## src/rtl/irq_sel_pkg.sv

```systemverilog
package irq_sel_pkg;
    localparam int N_PINS      = 6;
    localparam int N_SLOTS     = N_PINS;
    localparam int SLOT_A      = N_PINS - 2;
    localparam int SLOT_B      = N_PINS - 1;
    localparam int N_DEDICATED = N_PINS - 2;
    localparam int DATA_W      = 8;
    localparam int PRI_SEL_A   = 6;
    localparam int PRI_SEL_B   = 7;
    localparam int SEC_PICK_A  = 0;
    localparam int SEC_PICK_B  = 3;

    typedef struct packed {
        logic [N_PINS-1:0] both_edge;
        logic              a_from_pin;
        logic              b_from_pin;
        logic              a_pick_ser;
        logic              b_pick_ser;
    } cause_cfg_t;
endpackage

```

## src/rtl/irq_pin_edge.sv

```systemverilog
module irq_pin_edge #(
    parameter int N_PINS      = 6,
    parameter int SYNC_STAGES = 2
) (
    input  logic              clk,
    input  logic              rst_n,
    input  logic [N_PINS-1:0] pin_in,
    input  logic [N_PINS-1:0] both_edge,
    input  logic [N_PINS-1:0] pin_pol,
    output logic [N_PINS-1:0] edge_evt
);
    typedef struct packed {
        logic [SYNC_STAGES-1:0][N_PINS-1:0] sync;
        logic [N_PINS-1:0]                  last;
    } edge_st_t;

    edge_st_t st_d, st_q;
    logic [N_PINS-1:0] settled, rise, fall;

    always_comb begin
        st_d         = st_q;
        st_d.sync[0] = pin_in;
        for (int k = 1; k < SYNC_STAGES; k++) begin
            st_d.sync[k] = st_q.sync[k-1];
        end
        st_d.last = st_q.sync[SYNC_STAGES-1];
    end

    // idle-high reset avoids a false falling edge on pins that rest high
    always_ff @(posedge clk or negedge rst_n) begin
        if (!rst_n) st_q <= '1;
        else        st_q <= st_d;
    end

    assign settled  = st_q.sync[SYNC_STAGES-1];
    assign rise     = settled & ~st_q.last;
    assign fall     = ~settled & st_q.last;
    assign edge_evt = (both_edge & (rise | fall))
                    | (~both_edge & pin_pol & rise)
                    | (~both_edge & ~pin_pol & fall);
endmodule

```

## src/rtl/irq_src_mux.sv

```systemverilog
module irq_src_mux
    import irq_sel_pkg::*;
(
    input  logic [N_PINS-1:0]  pin_evt,
    input  cause_cfg_t         cfg,
    input  logic               evt_tx_done,
    input  logic               evt_ser3,
    input  logic               evt_rx_done,
    input  logic               evt_ser4,
    output logic [N_SLOTS-1:0] slot_set
);
    logic grp_a, grp_b;

    genvar g;
    generate
        for (g = 0; g < N_DEDICATED; g++) begin : g_ded
            assign slot_set[g] = pin_evt[g];
        end
    endgenerate

    assign grp_a = cfg.a_pick_ser ? evt_ser3 : evt_tx_done;
    assign grp_b = cfg.b_pick_ser ? evt_ser4 : evt_rx_done;

    assign slot_set[SLOT_A] = cfg.a_from_pin ? pin_evt[SLOT_A] : grp_a;
    assign slot_set[SLOT_B] = cfg.b_from_pin ? pin_evt[SLOT_B] : grp_b;
endmodule

```

## src/rtl/irq_cause_sel.sv

```systemverilog
module irq_cause_sel
    import irq_sel_pkg::*;
#(
    parameter int SYNC_STAGES = 2
) (
    input  logic               clk,
    input  logic               rst_n,
    input  logic               reg_we,
    input  logic               reg_addr,
    input  logic [DATA_W-1:0]  reg_wdata,
    input  logic [N_PINS-1:0]  pin_in,
    input  logic [N_PINS-1:0]  pin_pol,
    input  logic               evt_tx_done,
    input  logic               evt_ser3,
    input  logic               evt_rx_done,
    input  logic               evt_ser4,
    input  logic [N_SLOTS-1:0] irq_ack,
    output logic [N_SLOTS-1:0] irq_req
);
    typedef struct packed {
        cause_cfg_t         cfg;
        logic [N_SLOTS-1:0] req;
    } top_st_t;

    top_st_t st_d, st_q;
    logic [N_PINS-1:0]  pin_evt;
    logic [N_SLOTS-1:0] slot_set;

    irq_pin_edge #(
        .N_PINS      (N_PINS),
        .SYNC_STAGES (SYNC_STAGES)
    ) u_edge (
        .clk       (clk),
        .rst_n     (rst_n),
        .pin_in    (pin_in),
        .both_edge (st_q.cfg.both_edge),
        .pin_pol   (pin_pol),
        .edge_evt  (pin_evt)
    );

    irq_src_mux u_mux (
        .pin_evt     (pin_evt),
        .cfg         (st_q.cfg),
        .evt_tx_done (evt_tx_done),
        .evt_ser3    (evt_ser3),
        .evt_rx_done (evt_rx_done),
        .evt_ser4    (evt_ser4),
        .slot_set    (slot_set)
    );

    always_comb begin
        st_d = st_q;
        if (reg_we) begin
            if (reg_addr == 1'b0) begin
                st_d.cfg.both_edge  = reg_wdata[N_PINS-1:0];
                st_d.cfg.a_from_pin = reg_wdata[PRI_SEL_A];
                st_d.cfg.b_from_pin = reg_wdata[PRI_SEL_B];
            end else begin
                st_d.cfg.a_pick_ser = reg_wdata[SEC_PICK_A];
                st_d.cfg.b_pick_ser = reg_wdata[SEC_PICK_B];
            end
        end
        // a set on the same edge as an acknowledge wins
        st_d.req = (st_q.req & ~irq_ack) | slot_set;
    end

    always_ff @(posedge clk or negedge rst_n) begin
        if (!rst_n) st_q <= '0;
        else        st_q <= st_d;
    end

    assign irq_req = st_q.req;

    genvar s;
    generate
        for (s = 0; s < N_SLOTS; s++) begin : g_chk
            AST_REQ_HOLD: assert property (@(posedge clk) disable iff (!rst_n)
                (irq_req[s] && !irq_ack[s]) |=> irq_req[s]);
            AST_SET_WINS: assert property (@(posedge clk) disable iff (!rst_n)
                slot_set[s] |=> irq_req[s]);
            AST_ACK_CLEARS: assert property (@(posedge clk) disable iff (!rst_n)
                (irq_ack[s] && !slot_set[s]) |=> !irq_req[s]);
            AST_REQ_CAUSED: assert property (@(posedge clk) disable iff (!rst_n)
                $rose(irq_req[s]) |-> $past(slot_set[s]));
        end
    endgenerate

    AST_SLOT_A_MASK: assert property (@(posedge clk) disable iff (!rst_n)
        (st_q.cfg.a_from_pin && !pin_evt[SLOT_A]) |-> !slot_set[SLOT_A]);
    AST_SLOT_B_MASK: assert property (@(posedge clk) disable iff (!rst_n)
        (st_q.cfg.b_from_pin && !pin_evt[SLOT_B]) |-> !slot_set[SLOT_B]);
endmodule

```

## config.mk

```make
export PLATFORM = sky130hd
export DESIGN_NAME = irq_cause_sel
export DESIGN_NICKNAME = d
export VERILOG_FILES = /design/src/rtl/irq_sel_pkg.sv /design/src/rtl/irq_pin_edge.sv /design/src/rtl/irq_src_mux.sv /design/src/rtl/irq_cause_sel.sv
export SDC_FILE = /design/constraint.sdc
export NUM_CORES = 1
export LEC_CHECK = 0
export BUFFER_PORTS_ARGS = -buffer_cell sky130_fd_sc_hd__buf_2
export CORE_ASPECT_RATIO = 0.7
export CORE_MARGIN = 2
export CORE_UTILIZATION = 55
export DETAILED_ROUTE_END_ITERATION = 8
export GPL_ROUTABILITY_DRIVEN = 0
export PLACE_DENSITY_LB_ADDON = 0.08
export SLEW_MARGIN = 20
export SYNTH_ARGS = -nofsm -noshare
export SYNTH_HDL_FRONTEND = slang
export SYNTH_HIERARCHICAL = 1
export SYNTH_SLANG_ARGS = --single-unit
```

## constraint.sdc

```tcl
create_clock -name clk -period 3.9 [get_ports clk]
set_clock_uncertainty 0.05 [all_clocks]
set_input_delay 0.39 -clock clk [delete_from_list [all_inputs] [get_ports clk]]
set_output_delay 0.39 -clock clk [all_outputs]
set_load 0.01 [all_outputs]
```

==> results of run 1 <==
==> layer usage <==
layer	vias up	global-route usage (%)
li1	414	-
met1	406	17.87
met4	0	8.571
met2	25	26.53
met3	2	6.928
met5	-	0
==> flip-flops by register name, summed over array words and instances, names as in the netlist <==
register,flops
irq_req,6
u_edge/settled,6
u_edge/st_q,6
u_edge/st_d,6
st_q,10
==> power by group <==
part	total [mW]	internal [mW]	switching, mW
logic	0.111	0.0661	0.0453
registers	0.422	0.398	0.0239
clock network	0.264	0.142	0.123
==> through the flow <==
step | total power, mW | hold slack (ns) | cells | area [sq um] | util (%)
floorplan | 0.5176 | 0.04441 | 111 | 1540 | -
global placement | 0.5352 | 0.2952 | 175 | 1694 | 62.22
CTS | 0.8138 | 0.1305 | 183 | 1789 | 65.72
detailed placement | 0.5418 | 0.2976 | 175 | 1694 | 62.22
finish | 0.7980 | 0.1150 | 183 | 1789 | 65.72
global route | 0.8405 | 0.1367 | 183 | 1789 | 65.72
==> Yosys cell counts <==
master / count
a21o_1: 6
dfstp_2: 18
buf_6: 1
nor2b_4: 1
ha_1: 12
mux2i_1: 14
buf_4: 10
inv_1: 18
o21ai_1: 2
mux2_2: 2
nand2_1: 3
dfrtp_1: 16
mux2_4: 8
==> critical path, cell delays in order, from the launching register on <==
cell,delay (ns)
dfstp_2,0.54
inv_1,0.04
ha_1,0.18
mux2i_1,0.13
mux2i_1,0.08
nand2_1,0.06
o21ai_1,0.06
a21o_1,0.15
==> path summary, 6_finish.rpt <==
check | startpoint | to | slack [ns] | cells after the start
hold / removal | rst_n | st_q[14]$_DFFE_PN0P_ | 0.11 | 1
hold reg to reg | u_edge/st_d[14]$_DFF_PN1_ | u_edge/settled[2]$_DFF_PN1_ | 0.30 | 0
setup / recovery | u_edge/st_q[5]$_DFF_PN1_ | irq_req[5]$_DFF_PN0_ | 2.50 | 7
min in group clk | pin_in[1] | u_edge/st_d[13]$_DFF_PN1_ | 0.15 | 1
max in group asynchronous | rst_n | irq_req[4]$_DFF_PN0_ | 3.22 | 1
setup reg to reg | u_edge/st_q[5]$_DFF_PN1_ | irq_req[5]$_DFF_PN0_ | 2.50 | 7
==> layout make-up <==
| cell class | count | area [sq um] | share of cell area, % |
|---|---|---|---|
| sequential | 34 | 873.3 | 48.81 |
| tap | 36 | 45.04 | 2.517 |
| timing repair buffer | 39 | 195.2 | 10.91 |
| multi-input combinational | 48 | 513.0 | 28.67 |
| clock buffer | 6 | 82.58 | 4.615 |
| clock inverter | 2 | 12.51 | 0.6993 |
| inverter | 18 | 67.56 | 3.776 |
==> logic make-up after synthesis <==
logic type	count (synthesis)	share of synthesized area [%]
DFF	34	56.70
buffers and inverters	29	9.991
and+or+nand+nor	4	1.624
adders and majority gates	12	9.748
AOI/OAI and AO/OA	8	3.574
muxes	24	18.36
==> metrics.yaml, run 1 <==
cells_and_area:
  syn_to_final_growth_pct: 16.17
  drive_above_1_share_pct: 51.70
  layout_common_cells: "buf_2, inv_1, dfstp_2"
  antenna_cells: 0
  final_common_cell: "buf_2"
  n_fill_cell: 236
  layout.nets: 192
status:
  outcome: "finished, final reports clean"
placement:
  dpl.hpwl_um: 1654
  io_buffers: 39
  pre_cts_ws_ns: 2.507
sta:
  setup_violations: 0
  slew_headroom_pct: 51.53
  rsz0062_at_grt: "false"
  fin_ws_ns: 2.499
  slew_viol_final: 0
  worst_slew_pin_slew_ns: 0.7271
  fin_crit_sh_pct: 35.92
  fmax_mhz: 713.9
  layout_min_cycle_time_ns: 1.401
  tns_ns: 0
  finalHoldViolations: 0
die:
  core-area_sq_um: 2723
  num_rows: 16
  fp.dieW_um: 67.25
  fp.dieH_um: 48.28
  die-area_sq_um: 3246
  ios: 40
  start_util_pct: 56.57
critical_path:
  path_max_fanout: 2
  arrival_ns: 1.52
  crit_type: "reg2reg"
  required_ns: 4.02
  worst_setup_path_end_kind: "register"
  critPathLaunchType: "register"
logic_synthesis:
  yosysTopAreaCell: "dfstp_2"
  synth_top_area_share_pct: 30.71
  synth.avg_cell_area_sq_um: 13.88
  syn-num-nets: 157
  ys_warn_count: 6
  ys_types: 13
  syn_area_sq_um: 1540
  ys_ff_latch: 34
  syn_inst: 111
  synth_area_leaders: "dfstp_2, dfrtp_1, ha_1"
  yosysSeqAreaShare_pct: 56.70
clocking:
  post_cts_resized: 0
  cts_buffers: 5
  cts.sinks: 34
  clockBufferDepth: 2
  postCtsSetupRepairBufs: 0
  cts_tree: "done"
  cts.htree.levels: 2
  cts_hold_buffers: 0
  clock_latency_ns: 0.28
  cts_root_buffer: "clkbuf_8"
  clkTransAtPathRegs_ns: 0.07
detailed_routing:
  drtIter0Drc: 18
  route.met3.wl_um: 181
  vias: 847
  ant_nets: 0
  wl_met2_um: 1062
  drc_errors: 0
  via_per_inst: 4.628
  highest_layer: "met4"
  avgRoutedWirePerCell_um: 12.17
  drt_wl_total_um: 2227
  drt_first_pass_iters: 4
  m1WireLength_um: 967
global_route:
  grt_start_max_net_pins: 35
  grt_usage_pct: 15.89
  grt_pass1_vias: 805
  grt_pass1_wl_um: 3512
  grt_overflow: 0
  antenna_found_initial: 0
power_and_ir_drop:
  power_density_nw_per_um2: 446.0
  vdd_drop_max_v: 0.0002992
  leakagePower_nw: 0.9681
min_path:
  hp-class: "in2async"
flow_run:
  cap_violations: 0
No activity file was read; power rests on OpenSTA's default activity.
==> run 2, diff against run 1 <==
Settings changed: CORE_UTILIZATION 55 to 51.
Clock period 3.9 ns to 1.4 ns, I/O delays scaled along.
==> run 2 against run 1 <==
  * Critical path depth did not move
  * Critical endpoint unchanged
  * Largest cell class unchanged
  * Via count grew 4.3%
  * Register-to-register slack got worse by 2.5 ns
  * Hold slack got worse by 0.077 ns
==> metrics.yaml, run 2 (same netlist as run 1, synthesis figures left out) <==
flow_run:
  cap_violations: 0
global_route:
  antenna_found_initial: 0
  grt_start_max_net_pins: 20
  grt_usage_pct: 16.07
  grt_pass1_wl_um: 4146
  grt_overflow: 0
  grt_pass1_vias: 968
critical_path:
  crit_type: "reg2reg"
  worst_setup_path_end_kind: "register"
  r2r_end: "irq_req[5]$_DFF_PN0_"
  arrival_ns: 1.49
  path_max_fanout: 2
  startpoint: "u_edge/st_q[5]$_DFF_PN1_"
  required_ns: 1.52
  r2r_start: "u_edge/st_q[5]$_DFF_PN1_"
  critPathLaunchType: "register"
  rr_worst_depth: 7
  reg2reg_slack_ns: 0.03
sta:
  layout_min_cycle_time_ns: 1.372
  tns_ns: 0
  setup_violations: 0
  holdWs_ns: 0.03841
  finalHoldViolations: 0
  fin_ws_ns: 0.02826
  slew_headroom_pct: 74.69
  fmax_mhz: 729.0
  rsz0062_at_grt: "true"
  fin_crit_sh_pct: 97.98
  worst_slew_pin_slew_ns: 0.3796
  slew_viol_final: 0
clocking:
  cts.htree.levels: 2
  cts_buffers: 5
  clockBufferDepth: 2
  cts_root_buffer: "clkbuf_8"
  clock_latency_ns: 0.28
  cts_tree: "done"
  clkTransAtPathRegs_ns: 0.07
  cts.sinks: 34
power_and_ir_drop:
  clkPwrFrac_pct: 31.5
  power_frac_comb_pct: 15.3
  seqPwrFrac_pct: 53.1
  leakagePower_nw: 1.012
  vdd_drop_max_v: 0.0007847
  p_sw_mw: 0.5073
  power_density_nw_per_um2: 1158
  p_sw_share_pct: 22.90
  intPower_mw: 1.708
detailed_routing:
  drc_errors: 0
  vias: 883
  drtIter0Drc: 6
  drt_first_pass_iters: 2
  via_per_inst: 4.575
  ant_nets: 0
  drt_wl_total_um: 2341
  avgRoutedWirePerCell_um: 12.13
cells_and_area:
  layout_common_cells: "buf_2, dfstp_2, inv_1"
  drive_above_1_share_pct: 52.87
  layout.nets: 203
  antenna_cells: 0
  syn_to_final_growth_pct: 24.21
  final_common_cell: "buf_2"
  top_register: "st_q"
  largest_reg_flops: 10
die:
  fp.dieW_um: 69.69
  core-area_sq_um: 2843
  start_util_pct: 54.18
  ios: 40
  fp.dieH_um: 49.98
  die-area_sq_um: 3483
  num_rows: 16
placement:
  dpl.hpwl_um: 1675
  io_buffers: 39
  pre_cts_ws_ns: 0.001661
min_path:
  hold_end: "st_q[12]$_DFFE_PN0P_"
  holdPathStages: 2
  hold_start: "reg_wdata[2]"
  hp-class: "in2reg"
status:
  outcome: "finished, final reports clean"
==> run 2: cell types whose count changed in the layout (fill, tap and decap cells not counted), sizes merged <==
cell / delta
clkinv: -1
clkbuf: +1
dlygate4sd3: +7
clkinvlp: -1
buf: +4
==> run 2: repair_timing <==
item	in CTS	in global routing
gates resized for setup	2	4
setup endpoints to repair	1	2
hold buffers	7	0
hold endpoints to repair	12	0
setup buffers	2	1
pin swaps	1	2
==> run 2: per-layer routing <==
layer	up-vias	routed length, um	GRT usage (%)
li1	435	-	-
met1	412	984	17.52
met2	28	1152	27.24
met3	8	137	5.521
met4	0	68	9.936
met5	-	0	0
==> run 2: worst max-delay path by stage <==
stage                                 to  slack [ns]  cells past startpoint
finish              irq_req[5]$_DFF_PN0_        0.03                      7
global route        irq_req[4]$_DFF_PN0_       -0.03                      7
CTS                 irq_req[5]$_DFF_PN0_       0.008                      7
detailed placement  irq_req[5]$_DFF_PN0_       0.002                      7
global placement    irq_req[4]$_DFF_PN0_        0.06                      7
floorplan           irq_req[0]$_DFF_PN0_        0.07                      6
==> run 2: final cells by class <==
| class | count | area, sq um |
|---|---|---|
| clock buffers | 7 | 86.33 |
| fillers | 218 | 929.6 |
| well taps | 36 | 45.04 |
| repair buffers | 50 | 307.8 |
| inverters | 18 | 67.56 |
| flip-flops and latches | 34 | 873.3 |
| multi-input cells | 48 | 533.0 |
==> run 2: critical path, stage by stage (launching register included) <==
cell and delay [ns]:
dfstp_2 0.52, inv_1 0.04, ha_2 0.17, mux2i_1 0.14, mux2i_1 0.09, nand2_1 0.06, o21ai_1 0.05, a21o_1 0.15
==> run 2: metrics by stage <==
stage	instances	power [mW]	cell area, sq um	util [%]
after floorplan	111	1.442	1540	-
after detailed placement	176	1.513	1714	60.30
after CTS	192	2.248	1891	66.51
after global placement	176	1.498	1714	60.30
final	193	2.215	1913	67.30
after global routing	193	2.338	1913	67.30
==> run 2: power by group through the flow <==
stage / clock network [mW] / registers [mW] / logic [mW]
finish: 0.699 / 1.18 / 0.340
global route: 0.767 / 1.19 / 0.378
CTS: 0.727 / 1.18 / 0.342
detailed placement: 0 / 1.19 / 0.321
global placement: 0 / 1.19 / 0.310
floorplan: 0 / 1.17 / 0.268
==> run 3, diff against run 2 <==
==> constraint.sdc (replaced) <==
create_clock -name clk -period 1.4 [get_ports clk]
set_clock_uncertainty 0.05 [all_clocks]
set_input_delay 0.07 -clock clk [delete_from_list [all_inputs] [get_ports clk]]
set_output_delay 0.07 -clock clk [all_outputs]
set_load 0.01 [all_outputs]
==> run 3 against run 2 <==
  * Critical path depth is the same
  * Flip-flop and latch count is the same
  * Clock-buffer cell count grew 1
  * Combinational power grew 6.8%
  * Worst setup slack lost 0.020 ns
  * Routed wire length grew 4.3%
  * Non-clock buffer count grew 10
  * Register-to-register slack lost 0.02 ns
  * Final area grew 5.4%
  * Critical endpoint is now irq_req[4]$_DFF_PN0_
  * Largest cell class unchanged
==> metrics.yaml, run 3 (same netlist as run 1, synthesis figures left out) <==
die:
  core-area_sq_um: 2843
  ios: 40
  start_util_pct: 54.18
  fp.dieW_um: 69.69
  die-area_sq_um: 3483
  fp.dieH_um: 49.98
  num_rows: 16
cells_and_area:
  top_register: "st_q"
  final_cells: 204
  antenna_cells: 0
  largest_reg_flops: 10
  utilization_pct: 70.95
  n_fill_cell: 217
  drive_above_1_share_pct: 48.81
  syn_to_final_growth_pct: 30.95
  layout.nets: 213
  final-seq-area_sq_um: 873.3
  layout_common_cells: "buf_2, dlygate4sd3_1, dfstp_2"
  multi_input_area_sq_um: 530.5
  final_common_cell: "buf_2"
detailed_routing:
  drc_errors: 0
  drtIter0Drc: 24
  route.met3.wl_um: 105
  vias: 928
  ant_nets: 0
  via_per_inst: 4.549
  wl_met2_um: 1264
  drt_first_pass_iters: 2
  highest_layer: "met4"
  m1WireLength_um: 1063
  drt_wl_total_um: 2442
  avgRoutedWirePerCell_um: 11.97
clocking:
  clock_latency_ns: 0.27
  cts_root_buffer: "clkbuf_8"
  cts.htree.levels: 2
  clkTransAtPathRegs_ns: 0.06
  cts_tree: "done"
  cts.sinks: 34
  clockBufferDepth: 2
  cts_buffers: 5
critical_path:
  required_ns: 1.52
  critPathLaunchType: "register"
  startpoint: "u_edge/st_q[4]$_DFF_PN1_"
  crit_type: "reg2reg"
  worst_setup_path_end_kind: "register"
  path_max_fanout: 2
  r2r_start: "u_edge/st_q[4]$_DFF_PN1_"
  arrival_ns: 1.51
power_and_ir_drop:
  vdd_drop_max_v: 0.0007581
  leakagePower_nw: 1.055
  power_density_nw_per_um2: 1121
sta:
  fmax_mhz: 718.7
  fin_crit_sh_pct: 99.38
  slew_headroom_pct: 75.55
  tns_ns: 0
  setup_violations: 0
  rsz0062_at_grt: "true"
  worst_slew_pin_slew_ns: 0.3660
  finalHoldViolations: 0
  layout_min_cycle_time_ns: 1.391
  slew_viol_final: 0
status:
  outcome: "finished, final reports clean"
global_route:
  grt_pass1_vias: 960
  grt_overflow: 0
  grt_usage_pct: 15.36
  antenna_found_initial: 0
  grt_pass1_wl_um: 4043
  grt_start_max_net_pins: 35
flow_run:
  cap_violations: 0
placement:
  io_buffers: 39
  dpl.hpwl_um: 1628
  dp_cells: 176
min_path:
  hold_start: "irq_ack[5]"
  hp-class: "in2reg"
-- run 3: path summary, 6_finish.rpt --
path / to / slack [ns] / cells after the start
max in group asynchronous: u_edge/settled[1]$_DFF_PN1_ / 0.83 / 3
max reg2reg: irq_req[4]$_DFF_PN0_ / 0.009 / 7
min: irq_req[5]$_DFF_PN0_ / 0.01 / 3
min in group asynchronous: irq_req[5]$_DFF_PN0_ / 0.22 / 3
max: irq_req[4]$_DFF_PN0_ / 0.009 / 7
min reg2reg: u_edge/settled[2]$_DFF_PN1_ / 0.30 / 0
-- run 3: per-stage QoR --
stage	area (sq um)	setup slack, ns	hold slack (ns)	power, mW
after floorplan	1540	0.07062	-0.2756	1.442
after global placement	1714	0.06234	-0.01220	1.498
after detailed placement	1714	0.02558	-0.007889	1.516
after CTS	1984	0.02220	0.002145	2.288
after global routing	2017	-0.02908	0.02319	2.386
final	2017	0.008618	0.01270	2.261
-- run 3: layout make-up --
class	count	share of cell area (%)
Timing Repair Buffer	60	20.35
Tap cell	36	2.233
Multi-Input combinational cell	48	26.30
Inverter	18	3.350
Sequential cell	34	43.30
Clock buffer	8	4.467
-- run 3: layer usage --
layer  global-route usage, %  vias up
met5                       0        -
met3                   4.908        2
met1                   18.59      450
met4                   6.731        0
li1                        -      455
met2                   25.48       21
-- run 3: worst max-delay path, cell delays in order (launching register included) --
cell,delay [ns]
dfstp_2,0.54
inv_1,0.04
ha_2,0.16
mux2i_1,0.13
mux2i_1,0.09
nand2_1,0.06
o21ai_1,0.06
a21o_1,0.15
-- run 3: power breakdown --
part           leakage (nW)  internal (mW)  switching (mW)
clock                0.0455          0.401           0.320
sequential            0.375           1.11          0.0679
combinational         0.635          0.227           0.136
total                  1.06           1.74           0.524
-- run 3: what timing repair did --
| item | CTS | global route |
|---|---|---|
| hold buffers | 18 | 0 |
| buffers inserted | 0 | 2 |
| setup endpoints to repair | 0 | 2 |
| resized for setup | 0 | 6 |
| endpoints found under the hold margin | 52 | 0 |
